[src/rtl/uart_rx_core.sv]
module uart_rx_core #(
  parameter int OSR = 16
) (
  input  logic       clk,
  input  logic       rst_n,
  input  logic       tick,
  input  logic       rxd,
  input  logic [1:0] word_len,
  input  logic       par_en,
  input  logic       par_even,
  input  logic       rbr_rd,
  input  logic       lsr_rd,
  output logic [7:0] rbr,
  output logic       data_ready,
  output logic       overrun,
  output logic       parity_err,
  output logic       framing_err
);
  localparam int CW = $clog2(OSR);
  localparam logic [CW-1:0] BIT_END = CW'(OSR - 1);
  localparam logic [CW-1:0] START_END = CW'(OSR / 2 - 2);

  typedef enum logic [2:0] {S_IDLE, S_START, S_DATA, S_PAR, S_STOP} st_t;

  st_t           st;
  logic [CW-1:0] cnt;
  logic [2:0]    idx;
  logic [7:0]    shreg;
  logic          prev, par_acc, perr_q;

  wire [2:0] last_idx = 3'd4 + {1'b0, word_len};
  wire mid      = tick && (cnt == BIT_END);
  wire half     = tick && (cnt == START_END);
  wire fall     = tick && prev && !rxd;
  wire par_bad  = par_even ? (par_acc ^ rxd) : ~(par_acc ^ rxd);
  wire load     = (st == S_STOP) && mid;

  always_ff @(posedge clk or negedge rst_n) begin
    if (!rst_n) begin
      st <= S_IDLE;
      cnt <= '0;
      idx <= '0;
      shreg <= '0;
      prev <= 1'b1;
      par_acc <= 1'b0;
      perr_q <= 1'b0;
    end else begin
      if (tick) prev <= rxd;
      case (st)
        S_IDLE:
          if (fall) begin
            st <= S_START;
            cnt <= '0;
          end
        S_START:
          if (tick) begin
            if (half) begin
              cnt <= '0;
              if (!rxd) begin
                st <= S_DATA;
                idx <= '0;
                shreg <= '0;
                par_acc <= 1'b0;
                perr_q <= 1'b0;
              end else begin
                st <= S_IDLE;
              end
            end else begin
              cnt <= cnt + 1'b1;
            end
          end
        S_DATA:
          if (tick) begin
            cnt <= mid ? '0 : cnt + 1'b1;
            if (mid) begin
              shreg[idx] <= rxd;
              par_acc <= par_acc ^ rxd;
              idx <= idx + 3'd1;
              if (idx == last_idx) st <= par_en ? S_PAR : S_STOP;
            end
          end
        S_PAR:
          if (tick) begin
            cnt <= mid ? '0 : cnt + 1'b1;
            if (mid) begin
              perr_q <= par_bad;
              st <= S_STOP;
            end
          end
        S_STOP:
          if (tick) begin
            cnt <= mid ? '0 : cnt + 1'b1;
            if (mid) st <= S_IDLE;
          end
        default: st <= S_IDLE;
      endcase
    end
  end

  always_ff @(posedge clk or negedge rst_n) begin
    if (!rst_n) begin
      rbr <= '0;
      data_ready <= 1'b0;
      overrun <= 1'b0;
      parity_err <= 1'b0;
      framing_err <= 1'b0;
    end else begin
      if (load) rbr <= shreg;
      data_ready  <= load | (data_ready & ~rbr_rd);
      overrun     <= (load & data_ready & ~rbr_rd) | (overrun & ~lsr_rd);
      parity_err  <= (load & perr_q) | (parity_err & ~lsr_rd);
      framing_err <= (load & ~rxd) | (framing_err & ~lsr_rd);
    end
  end
endmodule

[config.mk]
export PLATFORM = sky130hd
export DESIGN_NAME = uart_rx_core
export DESIGN_NICKNAME = d
export VERILOG_FILES = /design/src/rtl/uart_rx_core.sv
export SDC_FILE = /design/constraint.sdc
export NUM_CORES = 1
export LEC_CHECK = 0
export ABC_AREA = 1
export BUFFER_PORTS_ARGS = -buffer_cell sky130_fd_sc_hd__buf_2
export CORE_UTILIZATION = 40
export DETAILED_ROUTE_END_ITERATION = 8
export SYNTH_ARGS = -nofsm -noshare
export SYNTH_HDL_FRONTEND = slang
export SYNTH_SLANG_ARGS = --single-unit
[constraint.sdc]
create_clock -name clk -period 3.9 [get_ports clk]
set_clock_uncertainty 0.15 [all_clocks]
set_input_delay 0.39 -clock clk [delete_from_list [all_inputs] [get_ports clk]]
set_output_delay 0.39 -clock clk [all_outputs]
set_load 0.02 [all_outputs]
==> results.ini <==
[timing]
maxSlewViolCount = 0
period_share_pct = 47.39
fin_crit_ns = 1.848
hold_violations = 4
setup_viol = 0
setup_tns_ns = 0
relSlewSlack_pct = 50.65
fin_hold_ws_ns = -0.002105
worstMarginPinSlew_ns = 0.7403
rsz0062_at_grt = no
fmaxAchievable_mhz = 541.1

[outcome]
status = complete, but fails checks
violations = DRC, hold timing

[floorplan]
ios = 22
fp.dieH_um = 71.07
fp.coreArea_mm2 = 0.004474
dieArea_mm2 = 0.005050
rows = 24
start_util_pct = 42.65
die-width_um = 71.07

[clock_network]
htreeDepth = 2
cts_resized = 0
cts_hold_buf = 0
path_clk_slew_ns = 0.08
cts_buffers = 5
cts.path.max_buffers = 2
cts_sinks = 33
cts_tree = done
worstSkewPairLatency_ns = 0.30
root_buffer = clkbuf_8
post_cts_buffers = 0

[pwr]
p_total_uw = 1218
ir_drop_mv = 0.2485
p_leak_uw = 0.001041
powerDensity_mw_per_mm2 = 578.7

[global_routing]
grt_start_max_net_pins = 34
gr-total-overflow = 0
grtUsageTotal_pct = 15.99
antenna_found_initial = 0
grt_pass1_vias = 1333
grt_pass1_wl_um = 6223

[finish]
instances_no_fill = 317
n_fill_cell = 464
seq_area_um2 = 827.0
final_common_cell = nand2_1
layout-drive-gt1-share_pct = 20.38
mostFrequentLayoutCells = 72 x nand2_1, 32 x dfrtp_1, 31 x inv_1, 22 x nand3_1, 21 x buf_2
diodes = 0
nets = 277
area_growth_pct = 10.30
multi_input_area_um2 = 890.9

[drt]
ant_nets = 0
drc = 3
wl_per_cell_um = 11.04
vias_per_cell = 4.738
vias = 1502
firstDrtPassIters = 8
routed_wl_um = 3501
drt_iter0_drc = 54

[placement]
gp_congestion = 0.7456
dp_hpwl_um = 2518
dp.cells = 309
port_buffers = 21

[synth]
synth_area_mm2 = 0.001908
yosys_warnings = 0
synth_edf_count = 0
synthArstFlopShare_pct = 100.0
synth_top_area_share_pct = 41.97
ys_types = 31
synth_flop_cell = dfrtp_1
yosysTopAreaCell = dfrtp_1
yosysSeqAreaShare_pct = 43.34
synth_cells = 245
synth_seq_cells = 33
ys_top_cells_by_area = dfrtp_1 42%, nand2_1 14%, inv_1 6.1%
synth_nets = 258
avgSynthCellArea_um2 = 7.788

[setup_path]
arrival_ns = 1.92
critPathCaptureType = register
start_kind = register
worstPathRequired_ns = 3.98
path_max_fanout = 11
rr_worst_depth = 9
path_class = register to register

[hold_path]
hold_path_class = input pin to async pin

[job]
max_cap_viol_count = 0

[area by class of cell]
type | instances | share of cell area (%)
inverter | 34 | 6.183
clock inverter | 3 | 0.8323
multi-input combinational | 169 | 42.33
clock buffer | 5 | 3.270
timing repair buffer | 21 | 4.994
sequential | 33 | 39.30
tap | 52 | 3.092
[state kept, by name, indices dropped and copies added, names as in the netlist]
signal and cells:
st 3, perr_q 1, par_acc 1, framing_err 1, shreg 8, prev 1
parity_err 1, cnt 4, overrun 1, data_ready 1, rbr 8, idx 3
[final timing paths]
| path | startpoint | end | slack [ns] |
|---|---|---|---|
| worst max-delay path | st[2] | shreg[0] | 2.05 |
| worst min-delay path | rst_n | st[1] | -0.002 |
| worst max register to register | st[2] | shreg[0] | 2.05 |
| worst min register to register | shreg[5] | shreg[5] | 0.32 |
| max in group asynchronous | rst_n | rbr[7] | 3.11 |
| min in group clk | lsr_rd | framing_err | 0.16 |
[power by group]
group,switching (µW),internal (µW),leakage (µW)
sequential,54.2,382,0.000454
clock,134,123,0.0000439
combinational,371,153,0.000543
[per-layer routing]
metal | part of all wire (%) | vias up | global-route usage [%]
met1 | 55 | 656 | 22.63
met5 | 0 | - | 0
li1 | - | 817 | -
met4 | 1.9 | 0 | 6.667
met2 | 40 | 22 | 22.97
met3 | 3.6 | 7 | 4.416
[synthesized netlist by cell type, types with 3 or more instances]
master   number
o21ai_0      13
nand3_2      10
o22ai_1       3
nor3_1        6
o21ai_1       8
nor2_1       11
dfrtp_1      32
ha_1          3
nand2_2       4
inv_1        31
nand3_1      22
buf_2         5
nand2_1      72
[cell families (layout without fill, tap and decap cells)]
group           after synthesis  count (layout)  share of synthesized area (%)
simple gates                136             136                          35.87
buf+inv                      43              63                          9.968
flops                        33              33                          43.34
compound gates               26              26                          7.016
xor+xnor                      4               4                          1.836
fa+ha+maj                     3               3                          1.967
[worst max-delay path, cell delays in order (launching register included)]
cell and delay [ns]:
dfrtp_1 0.44, inv_2 0.09, nand2_2 0.08, nor2_2 0.41, nand2_1 0.13, nand2_2 0.14, inv_1 0.14, nand3_1 0.10
nand2_1 0.05, nand2_1 0.05
[through the flow]
step	setup WS, ns	utilization [%]	instance area [µm²]
2_1_floorplan	2.382	-	1908
3_3_place_gp	2.070	45.11	2018
3_5_place_dp	2.054	45.11	2018
4_1_cts	2.042	47.04	2105
5_1_grt	1.836	47.04	2105
6_report	2.052	47.04	2105
No activity file was read; power rests on OpenSTA's default activity.
